==> config.mk <==
export PLATFORM = sky130hd
export DESIGN_NAME = fixed_off_chopper
export DESIGN_NICKNAME = d
export VERILOG_FILES = /design/src/rtl/fixed_off_chopper.sv
export SDC_FILE = /design/constraint.sdc
export NUM_CORES = 1
export LEC_CHECK = 0
export BUFFER_PORTS_ARGS = -buffer_cell sky130_fd_sc_hd__buf_2
export CAP_MARGIN = 20
export CORE_MARGIN = 2
export CORE_UTILIZATION = 49
export CTS_CLUSTER_SIZE = 8
export DETAILED_ROUTE_END_ITERATION = 10
export PLACE_DENSITY = 0.86
export SYNTH_ARGS = -nofsm -noshare
export SYNTH_HDL_FRONTEND = slang
export SYNTH_SLANG_ARGS = --single-unit
==> constraint.sdc <==
create_clock -name clk -period 3 [get_ports clk]
set_input_delay 0.3 -clock clk [delete_from_list [all_inputs] [get_ports clk]]
set_output_delay 0.3 -clock clk [all_outputs]
set_load 0.02 [all_outputs]
==> src/rtl/fixed_off_chopper.sv <==
module fixed_off_chopper #(
  parameter int CW = 12
) (
  input  logic          clk,
  input  logic          rst_n,
  input  logic          en,
  input  logic          trip,
  input  logic [CW-1:0] toff_cyc,
  input  logic [CW-1:0] tblank_cyc,
  input  logic [CW-1:0] tmin_cyc,
  input  logic [CW-1:0] tdead_cyc,
  output logic          bridge_on,
  output logic          off_phase
);

  localparam logic [CW-1:0] CNT_MAX = {CW{1'b1}};
  localparam logic [CW-1:0] ONE     = {{(CW-1){1'b0}}, 1'b1};

  typedef enum logic [1:0] {S_IDLE, S_ON, S_OFF, S_DEAD} phase_t;

  phase_t        ph;
  logic [CW-1:0] cnt;
  logic          held;

  wire [CW-1:0] cnt_nx    = (cnt == CNT_MAX) ? cnt : cnt + ONE;
  wire [CW-1:0] off_len   = (toff_cyc == '0) ? ONE : toff_cyc;
  wire          masked    = cnt < tblank_cyc;
  wire          hit       = trip & ~masked;
  wire          min_ok    = cnt_nx >= tmin_cyc;
  wire          end_on    = (hit | held) & min_ok;
  wire          end_off   = cnt_nx >= off_len;
  wire          end_dead  = cnt_nx >= tdead_cyc;
  wire          no_dead   = tdead_cyc == '0;

  always_ff @(posedge clk or negedge rst_n) begin
    if (!rst_n) begin
      ph   <= S_IDLE;
      cnt  <= '0;
      held <= 1'b0;
    end else if (!en) begin
      ph   <= S_IDLE;
      cnt  <= '0;
      held <= 1'b0;
    end else begin
      case (ph)
        S_IDLE: begin
          ph   <= S_ON;
          cnt  <= '0;
          held <= 1'b0;
        end
        S_ON: begin
          if (end_on) begin
            ph   <= S_OFF;
            cnt  <= '0;
            held <= 1'b0;
          end else begin
            cnt  <= cnt_nx;
            held <= held | hit;
          end
        end
        S_OFF: begin
          if (end_off) begin
            ph  <= no_dead ? S_ON : S_DEAD;
            cnt <= '0;
          end else begin
            cnt <= cnt_nx;
          end
        end
        default: begin
          if (end_dead) begin
            ph  <= S_ON;
            cnt <= '0;
          end else begin
            cnt <= cnt_nx;
          end
        end
      endcase
    end
  end

  assign bridge_on = en & (ph == S_ON);
  assign off_phase = en & (ph == S_OFF);

endmodule

Yosys cells after proc, flatten, opt, wreduce, memory -nomap -nowiden
Cells that the tools add are included.
- bits in registers: 15
- input bits: 52
- output and inout port bits: 2
- logic and storage cells: 41
- add/subtract/negate cells: 1
- order comparisons: 4
- eq/ne operators: 7
- muxes and demuxes: 16
- bitwise gates (word level): 6
- reductions and logical operators: 4
- operators with widths (kind ; number):
    two-way mux 12 bit ; 6
    greater-or-equal comparator 12 bit ; 3
    one-hot mux 12 bit (3 select lines) ; 1
    zero test 12 bit ; 2
    adder 12 x 1 -> 12 bit, second input constant ; 1
    equality test 12 bit, second input constant ; 1
    less-than comparator 12 bit ; 1
    two-way mux 2 bit ; 5
    != test 3 bit, second input constant ; 2
    one-hot mux 2 bit (3 select lines) ; 1
    != test 5 x 1 -> 1 bit, second input constant ; 1
    AND 1 bit ; 4
    != test 3 x 1 -> 1 bit, second input constant ; 1
    AND reduction 3 bit ; 1
    equality test 2 x 1 -> 1 bit, second input constant ; 1
    equality test 2 bit, second input constant ; 1
    zero test 2 bit ; 1
    two-way mux 1 bit ; 2
    one-hot mux 1 bit (2 select lines) ; 1
    inverter 1 bit ; 1
    bitwise OR 1 bit ; 1

Longest topological paths before layout
Gate-level depths: netlist of the first run.
- depth in word-level cells: 8
- mapped depth: 17
- depth with buffers taken out: 16

Worst setup path before layout of the first run
OpenSTA, ideal clock, no wires.
- path kind: flip-flop to flip-flop
- start point: reg cnt[0]
- end point: reg cnt[10]
- library setup time: 0.086 ns
- arrival: 3.235 ns
- required time: 2.914 ns
- setup slack: -0.321 ns
- stages on the path, launching flop included: 16
- cells stage by stage: dfrtp_1 -> ha_1 -> nand3_4 -> nor2_1 -> nand3_1 -> xnor2_1 -> ha_1 -> nand2b_1 -> a2111oi_0 -> o31ai_1 -> a211oi_1 -> o21ai_0 -> nand2_1 -> o311ai_4 -> buf_6 -> nor3_1
- word-level cells in the longest chain between the ends: 8
- elaborated cells between the ends (all ways): 16
- classes of those cells: add/sub: 1; order compare: 4; eq/ne: 1; mux: 6; bitwise: 4
- ends and longest elaborated chain (item ; line ; source):
    start, declared ; 22 ; logic [CW-1:0] cnt;
    start signal, assigned ; 57 ; cnt <= cnt_nx;
    start signal, assigned ; 66 ; cnt <= cnt_nx;
    start signal, assigned ; 74 ; cnt <= cnt_nx;
    parallel branches: the longest is 6 deep, another holds adder 12 x 1 -> 12 bit ; -- ;
    one-hot mux 12 bit (3 select lines) * ; 45 ; case (ph)
    two-way mux 12 bit * ; 40 ; end else if (!en) begin
Every way passes the cells marked *.
A chain may end at the register's enable or synchronous reset.

Final worst setup path of the first run
- start point: reg cnt[1]
- end point: reg cnt[6]
The elaborated chain is that of the path after synthesis.

==> run metrics, run 1 <==
vias per std cell 5.60; Final setup viols 14; core area 4090 um2; Finished Layout Cells 417; CTS tree built; Final Skew 0.00348 ns; die height 70.0 um; worst flop-to-flop path startpoint cnt[1]$_DFF_PN0_; syn_nets 365; RSZ-0062 raised after global routing true; final setup margin -0.139 ns; #FFs+latches synth 15; Routed Antenna Nets 0; compound-gate portion of the synthesized area 0.202; Root Driver clkbuf_8; post-synthesis adder-cell area fraction 0.270; largest net degree at the start of global routing 16; antenna violations before repair 0; TritonCTS buffer count 3; WL/cell 15.2 um; Yosys cell types 47; WHS Path Cells 3; Post-Place Worst Slack -0.294 ns; fmax 319 MHz; CP startpoint cnt[1]$_DFF_PN0_; CP required 3.11 ns; pin slew with the least headroom to its limit 0.800 ns; H-tree depth 1; WP depth 15; nets 466; Tmin final 3.14 ns; Clk pin slew, worst setup/hold paths 0.06 ns; global-route wire length before repair 9.75 mm; Post-Synth Simple-Gate Area 0.216; slowest stage delay, CP 0.42 ns; DR iter-0 viols 106; share of Yosys cell area claimed by the top area cell type 0.270; CP Launch Type register; most frequent cell after synthesis inv_1; Area growth syn-to-layout 48.5%; vias in the first global route 2,253; Ant. Diodes 0; Worst Hold Slack 0.378 ns; Static Leakage 1.69 nW; worst-path fanout max 7; Final Instance Area 3170 um2; synth top area cells ha_1 (27%), dfrtp_1 (18%), inv_1 (8.6%); Fillers 275; DP Wirelength 4.63 mm; placed insts 400; Placed Area 2740 um2; IO buf count 53; violated checks setup timing; Synth area leader ha_1; Slew headroom 0.464; Final Core Density 0.775; fin crit share 1.05; Commonest cells post-synth inv_1 (49), ha_1 (46), nor2_1 (19); crit-path leading delay family compound AO/OA/AOI/OAI gates; ys async rst share 1.00; DR DRC count 0; Synth Warn # 0; GRT Overall Usage 0.242; Top FF cell, synth dfrtp_1; worst setup path class register to register; mux cell area share after synthesis 0.0194; final WL 6.35 mm; Peak supply drop 0.220 mV; Initial Utilization 0.522; synthesized area 2130 um2; setup TNS -1.43 ns; r2r worst-path depth 15; Crit Reg-Reg Endpoint cnt[6]$_DFF_PN0_; status complete, but fails checks; Die Wd 70.0 um; Power, Total 1.04 mW; sequential area share after synthesis 0.176; Cells after Synth 267; Slowest cell on crit path dfrtp_1; PD cells 328 nW/um2; Max clock buf depth 2; Slew Viols, Final 0; DIE AREA 4890 um2; DR vias 2,337; DR pass1 iterations 4; Final Hold Fails 0; crit path cell chain ha_4 -> nand3_4 -> nor2_4 -> nand3_4 -> mux2_4 -> buf_6 -> ha_4 -> a31oi_1 -> o211ai_1 -> o21bai_1 -> a21oi_2 -> nor2_2 -> o311ai_4 -> buf_6 -> nor3_2; worst reg-to-reg setup slack -0.14 ns; grt ovf 0; CP endpoint kind register; share of layout cells above drive strength 1 0.431; CP endpoint cnt[6]$_DFF_PN0_; Clock Latency Late Sink 0.26 ns; CTS sink count 15; Post-synth EDFFs 0; Avg Cell Area, Syn 7.99 um2; Synth Area in XOR/XNOR 0.0246; HP Class input port to register; largest family of logic cells by synthesized area adder cells; Arrival @ worst endpoint 3.25 ns; GP Congestion 0.858; I/O pin total 54; worst path buffer plus inverter count 2; Max Cap Viol 0; Rows 23
## area by class of cell
type,count,area (um2),area share
well taps,50,62.6,0.0198
clock inverters,1,5.00,0.00158
inverters,49,184,0.0581
flip-flops and latches,15,377,0.119
multi-input cells,202,1890,0.596
clock buffers,3,41.3,0.0130
repair buffers,97,609,0.192
## metal layers
metal	GRT usage	wire length [um]	vias to the layer above
met1	0.294	2680	1085
met4	0.0855	256	0
met5	0	0	-
met2	0.451	3160	81
met3	0.0101	254	21
li1	-	-	1150
## power breakdown
part	switching, mW	total (mW)	internal (mW)
registers	0.0271	0.250	0.222
clock network	0.0753	0.168	0.0924
logic	0.290	0.621	0.330
total	0.392	1.04	0.645
## cells by family after synthesis
group / Yosys count
compound gates: 61
xor+xnor: 6
fa+ha+maj: 46
buf+inv: 50
flops: 15
mux: 4
simple gates: 85
## placed cells by master, fill, tap and decap left out, types with 4 or more instances in the layout
cell	instances
a21o_1	5
o21ai_0	8
nor2b_1	5
o21ai_2	4
nor3_1	4
nand2_2	4
nand3_1	11
nor2_1	13
buf_2	53
nand2b_1	4
a21oi_1	10
ha_4	5
buf_4	40
a21oi_2	5
nor4_1	5
dfrtp_1	14
ha_1	41
inv_1	48
nand2_1	12
## flip-flops by register name (all words and copies together), names as in the netlist
signal	count
cnt	12
ph	2
held	1
## repair_timing
action,in CTS,in global routing
gates resized for setup,24,34
gates cloned,0,0
endpoints found under the hold margin,15,0
hold buffers,1,0
buffers inserted,6,6
setup endpoints to repair,14,15
pin swaps,16,24
## worst min-delay path, stage by stage
cell and delay (ns):
buf_2 0.15, nand3_1 0.08, mux2i_1 0.06
## worst min path at each step
stage	start	to
after floorplan	rst_n	cnt[0]$_DFF_PN0_
after global placement	rst_n	ph[1]$_DFFE_PN0P_
after detailed placement	rst_n	held$_DFFE_PN0P_
after CTS	en	ph[1]$_DFFE_PN0P_
after global routing	en	ph[1]$_DFFE_PN0P_
final	en	ph[1]$_DFFE_PN0P_
Note: power is estimated with default switching activity, not from simulation.
==> run 2, diff against run 1 <==
Settings changed: BUFFER_PORTS_ARGS -buffer_cell sky130_fd_sc_hd__buf_2 to -buffer_cell sky130_fd_sc_hd__clkbuf_2.
==> run 2 against run 1 <==
Effect of this change:
- the flow still finishes with violations (setup timing)
- worst setup slack lost 0.0072 ns
- combinational power down 4.2%
- routed wire length shrank 6.8%
- cell count fell by 0.48%
- critical path type unchanged
- largest power group unchanged
==> run metrics, run 2 (synthesis results as in run 1) <==
WL/cell 14.3 um (-6.4%); Arrival @ worst endpoint 3.25 ns (about the same); antenna violations before repair 0 (unchanged); Clk pin slew, worst setup/hold paths 0.06 ns (about the same); IO buf count 53 (unchanged); CTS sink count 15 (unchanged); commonest non-fill, non-tap cell in the layout clkbuf_2; CP endpoint kind register; Routed Antenna Nets 0 (unchanged); worst reg-to-reg setup slack -0.15 ns (about the same); Hold EP ph[1]$_DFFE_PN0P_; RSZ-0062 raised after global routing true; Max Cap Viol 0 (unchanged); CP required 3.11 ns (about the same); fmax 318 MHz (-0.23%); DR pass1 iterations 4 (unchanged); Initial Utilization 0.522 (unchanged); Max clock buf depth 2 (unchanged); Slew headroom 0.519 (+0.0544); final WL 5.92 mm (-6.8%); Top Registers cnt (12), ph (2), held (1); Final Hold Fails 0 (unchanged); PD cells 327 nW/um2 (-0.27%); Root Driver clkbuf_8; I/O pin total 54 (unchanged); status complete, but fails checks; core area 4090 um2 (unchanged); worst flop-to-flop path startpoint cnt[1]$_DFF_PN0_; hold path start en; vias in the first global route 2,262 (+0.40%); Area growth syn-to-layout 44.3%; CTS tree built; Final setup viols 14 (unchanged); NetSw 0.370 mW (-5.7%); clock network power share 0.162 (about the same); Finished Layout Cells 415 (-0.48%); DR vias 2,277 (-2.6%); violated checks setup timing; commonest non-fill, non-tap cells in the layout clkbuf_2 (53), inv_1 (49), ha_1 (42), buf_4 (37), nand2_1 (15); DP Wirelength 4.60 mm (-0.70%); r2r worst-path depth 16 (+1); pin slew with the least headroom to its limit 0.718 ns (-0.0813 ns); vias per std cell 5.49 (-2.1%); Final Skew 0.00376 ns (+0.000280 ns); Peak supply drop 0.217 mV (-1.3%); share of layout cells above drive strength 1 0.395 (-0.0360); die height 70.0 um (unchanged); Crit Reg-Reg Endpoint cnt[6]$_DFF_PN0_; Clock Latency Late Sink 0.25 ns (about the same); Top reg by flops cnt; sequential cell fraction of total power 0.246 (+0.006); HP Class input port to register; Rows 23 (unchanged); CP Launch Type register; DIE AREA 4890 um2 (unchanged); final setup margin -0.146 ns (-0.00715 ns); Comb power frac 0.592 (-0.006); Static Leakage 1.70 nW (+0.49%); DR iter-0 viols 85 (-20%); max FFs per register 12 (unchanged); DR DRC count 0 (unchanged); H-tree depth 1 (unchanged); grt ovf 0 (unchanged); Die Wd 70.0 um (unchanged); Switching Fraction 0.368 (-0.0105); placed insts 401 (+0.25%); internal power 0.636 mW (-1.4%); GRT Overall Usage 0.243 (+0.000893); Ant. Diodes 0 (unchanged); WHS Path Cells 3 (unchanged); Power, Total 1.01 mW (-3.1%); largest net degree at the start of global routing 16 (unchanged); TritonCTS buffer count 3 (unchanged); global-route wire length before repair 9.81 mm (+0.64%); fin crit share 1.05 (+0.00239); worst-path fanout max 7 (unchanged); Final Core Density 0.753 (-0.0217); nets 464 (-0.43%); Slew Viols, Final 0 (unchanged); GP Congestion 0.895 (+4.3%); worst setup path class register to register; Tmin final 3.15 ns (+0.00716 ns)
run 2: changes by cell type in the layout (fill, tap and decap cells not counted), moves of 3 or more:
| cell | before | now |
|---|---|---|
| buf_4 | 40 | 37 |
| buf_2 | 53 | 0 |
| clkbuf_2 | 0 | 53 |
| nand2_1 | 12 | 15 |
| nand2_2 | 4 | 1 |
run 2: how the worst max path moves through the flow:
stage,from,end,slack [ns]
global route,cnt[1]$_DFF_PN0_,cnt[10]$_DFF_PN0_,-0.31
finish,cnt[1]$_DFF_PN0_,cnt[6]$_DFF_PN0_,-0.15
global placement,cnt[0]$_DFF_PN0_,cnt[1]$_DFF_PN0_,-0.14
detailed placement,cnt[1]$_DFF_PN0_,cnt[9]$_DFF_PN0_,-0.25
CTS,cnt[0]$_DFF_PN0_,ph[1]$_DFFE_PN0P_,-0.07
floorplan,cnt[0]$_DFF_PN0_,cnt[10]$_DFF_PN0_,0.0006
run 2: power groups by stage:
stage	clock [mW]	combinational, mW	sequential, mW
after floorplan	0	0.294	0.253
after global placement	0	0.430	0.248
after detailed placement	0	0.445	0.249
after CTS	0.161	0.558	0.247
after global routing	0.172	0.657	0.252
final	0.163	0.595	0.248
run 2: stage by stage:
stage	instance area, um2	hold WS, ns	worst slack (ns)	TNS [ns]
floorplan	2190	0.00441	0.000583	0
global placement	2750	0.218	-0.143	-1.77
detailed placement	2750	0.228	-0.248	-3.00
CTS	2980	0.395	-0.0658	-0.533
global route	3080	0.443	-0.312	-4.08
finish	3080	0.419	-0.146	-1.48
run 2: cell type report:
class,count,area [um2]
multi-input combinational,202,1810
sequential,15,377
inverter,49,184
timing repair buffer,95,598
fill,267,1010
tap,50,62.6
clock buffer,4,45.0
run 2: worst max-delay path, cell delays in order, from the launching register on:
cell	delay (ns)
dfrtp_1	0.41
ha_4	0.18
nand3_4	0.08
nor2_4	0.12
nand3_4	0.16
xnor2_4	0.19
buf_6	0.14
ha_4	0.25
nand2b_4	0.10
a31oi_1	0.08
o21ai_1	0.22
a311oi_2	0.14
o311ai_2	0.29
a21boi_2	0.12
o311ai_4	0.29
buf_6	0.19
nor3_2	0.04
run 2: repair_timing:
| item | CTS | global route |
|---|---|---|
| resized for setup | 27 | 16 |
| pin swaps | 6 | 11 |
| endpoints found under the hold margin | 15 | 0 |
| cloned | 0 | 0 |
| hold buffers | 1 | 0 |
| endpoints found under the setup margin | 14 | 15 |
| setup buffers | 7 | 2 |
run 2: layer usage:
metal	share of wire	routed length, um	track usage
met1	0.43	2540	0.291
met2	0.49	2900	0.441
met3	0.049	290	0.0289
met4	0.031	182	0.0897
met5	0	0	0
==> run 3, diff against run 2 <==
Settings changed: REMOVE_ABC_BUFFERS from default to 1.
==> run 3 against run 2 <==
Effect of this change:
- the run still ends with setup timing left
- power down 6.4%
- clock skew up 0.0012 ns
- cell count down 1.2%
- cell area down 0.81%
==> run metrics, run 3 (synthesis results as in run 1) <==
status complete, but fails checks; violated checks setup timing; pin slew with the least headroom to its limit 0.732 ns (+0.0141 ns); Hold EP ph[1]$_DFFE_PN0P_; Final Hold Fails 0 (unchanged); fmax 314 MHz (-1.1%); CP required 3.18 ns (+0.07 ns); GP Congestion 0.834 (-6.9%); Top reg by flops cnt; Static Leakage 1.67 nW (-1.6%); DIE AREA 4890 um2 (unchanged); Final Skew 0.00497 ns (+0.00121 ns); CTS tree built; DP Wirelength 4.74 mm (+3.1%); HP Class input port to register; nets 459 (-1.1%); DR DRC count 0 (unchanged); r2r worst-path depth 17 (+1); I/O pin total 54 (unchanged); Initial Utilization 0.522 (unchanged); Arrival @ worst endpoint 3.36 ns (+0.11 ns); CTS sink count 15 (unchanged); die height 70.0 um (unchanged); IO buf count 53 (unchanged); Finished Layout Cells 410 (-1.2%); global-route wire length before repair 10.1 mm (+3.2%); worst setup path class register to register; Clock Latency Late Sink 0.26 ns (about the same); Root Driver clkbuf_8; Placed Area 2680 um2 (-2.5%); PD cells 309 nW/um2 (-5.6%); Tmin final 3.18 ns (+0.0353 ns); Final setup viols 14 (unchanged); Max clock buf depth 2 (unchanged); Worst Hold Slack 0.402 ns (-0.0167 ns); final setup margin -0.181 ns (-0.0353 ns); antenna violations before repair 0 (unchanged); commonest non-fill, non-tap cell in the layout clkbuf_2; CP Launch Type register; DR pass1 iterations 4 (unchanged); CP endpoint kind register; Ant. Diodes 0 (unchanged); setup TNS -1.82 ns (-0.338 ns); hold path start en; fin crit share 1.06 (+0.0118); vias in the first global route 2,381 (+5.3%); WHS Path Cells 3 (unchanged); Peak supply drop 0.218 mV (+0.29%); Max Cap Viol 0 (unchanged); Slew Viols, Final 0 (unchanged); Slew headroom 0.509 (-0.00944); worst-path fanout max 12 (+5); core area 4090 um2 (unchanged); Crit Reg-Reg Endpoint cnt[9]$_DFF_PN0_; Routed Antenna Nets 0 (unchanged); Rows 23 (unchanged); DR iter-0 viols 89 (+4.7%); largest net degree at the start of global routing 16 (unchanged); share of layout cells above drive strength 1 0.403 (+0.00826); WL/cell 15.6 um (+9.2%); placed insts 400 (-0.25%); commonest non-fill, non-tap cells in the layout clkbuf_2 (53), inv_1 (47), ha_1 (41), buf_4 (34), dfrtp_1 (15); Final Instance Area 3050 um2 (-0.81%); Area growth syn-to-layout 43.1%; worst flop-to-flop path startpoint cnt[0]$_DFF_PN0_; worst reg-to-reg setup slack -0.18 ns (-0.04 ns); max FFs per register 12 (unchanged); Top Registers cnt (12), ph (2), held (1); DR vias 2,334 (+2.5%); TritonCTS buffer count 3 (unchanged); vias per std cell 5.69 (+3.8%); Die Wd 70.0 um (unchanged); RSZ-0062 raised after global routing true; Clk pin slew, worst setup/hold paths 0.06 ns (about the same); final WL 6.38 mm (+7.9%); H-tree depth 1 (unchanged); GRT Overall Usage 0.256 (+0.0132); grt ovf 0 (unchanged)
-- run 3: cell types whose count changed in the layout (fill, tap and decap cells not counted), moves of 2 or more --
cell     delta
inv_1       -2
a21oi_2     +2
buf_6       -3
inv_2       +2
a21oi_1     -2
buf_4       -3
-- run 3: per-stage QoR --
step	power, mW	setup slack [ns]	utilization
floorplan	0.512	-0.264	-
global placement	0.632	-0.219	0.656
detailed placement	0.658	-0.447	0.656
CTS	0.879	-0.0451	0.709
global route	0.994	-0.297	0.747
finish	0.942	-0.181	0.747
-- run 3: area by class of cell --
class	count	area [um2]
Timing Repair Buffer	90	562
Fill cell	274	1030
Inverter	49	184
Tap cell	50	62.6
Clock inverter	1	5.00
Multi-Input combinational cell	202	1820
Sequential cell	15	375
Clock buffer	3	41.3
-- run 3: metal layers --
metal,vias up,part of all wire,GRT usage
met5,-,0,0
met4,0,0.061,0.173
met3,32,0.050,0.0231
met2,110,0.49,0.462
met1,1055,0.40,0.281
li1,1137,-,-
-- run 3: worst max-delay path by stage --
stage                                start                end  slack [ns]  cells after the start
after floorplan           cnt[0]$_DFF_PN0_  cnt[10]$_DFF_PN0_       -0.26                     14
after global routing      cnt[0]$_DFF_PN0_   cnt[9]$_DFF_PN0_       -0.30                     18
after CTS                 cnt[1]$_DFF_PN0_   cnt[9]$_DFF_PN0_       -0.05                     18
after global placement    cnt[0]$_DFF_PN0_   cnt[1]$_DFF_PN0_       -0.22                     16
final                     cnt[0]$_DFF_PN0_   cnt[9]$_DFF_PN0_       -0.18                     17
after detailed placement  cnt[0]$_DFF_PN0_   cnt[9]$_DFF_PN0_       -0.45                     15
-- run 3: timing repair --
action | in CTS | in global routing
gates cloned | 0 | 0
hold endpoints to repair | 15 | 0
hold buffers | 1 | 0
endpoints found under the setup margin | 15 | 15
pin swaps | 10 | 6
buffers inserted | 5 | 0
resized for setup | 22 | 31
-- run 3: power breakdown --
part,internal (mW),total (mW),switching [mW]
logic,0.264,0.526,0.262
registers,0.221,0.248,0.0263
clock network,0.0923,0.168,0.0761
-- run 3: worst max-delay path: stages, from the launching register on --
cell	delay, ns
dfrtp_1	0.40
ha_4	0.18
nand3_4	0.09
nor2_4	0.04
nand3_4	0.11
nand4_1	0.22
xnor2_2	0.34
buf_4	0.19
ha_4	0.18
o21a_1	0.09
nor2_1	0.12
o31ai_2	0.10
a211oi_2	0.30
o21ai_1	0.16
nand2_1	0.14
o311ai_4	0.12
buf_12	0.17
a21oi_2	0.13
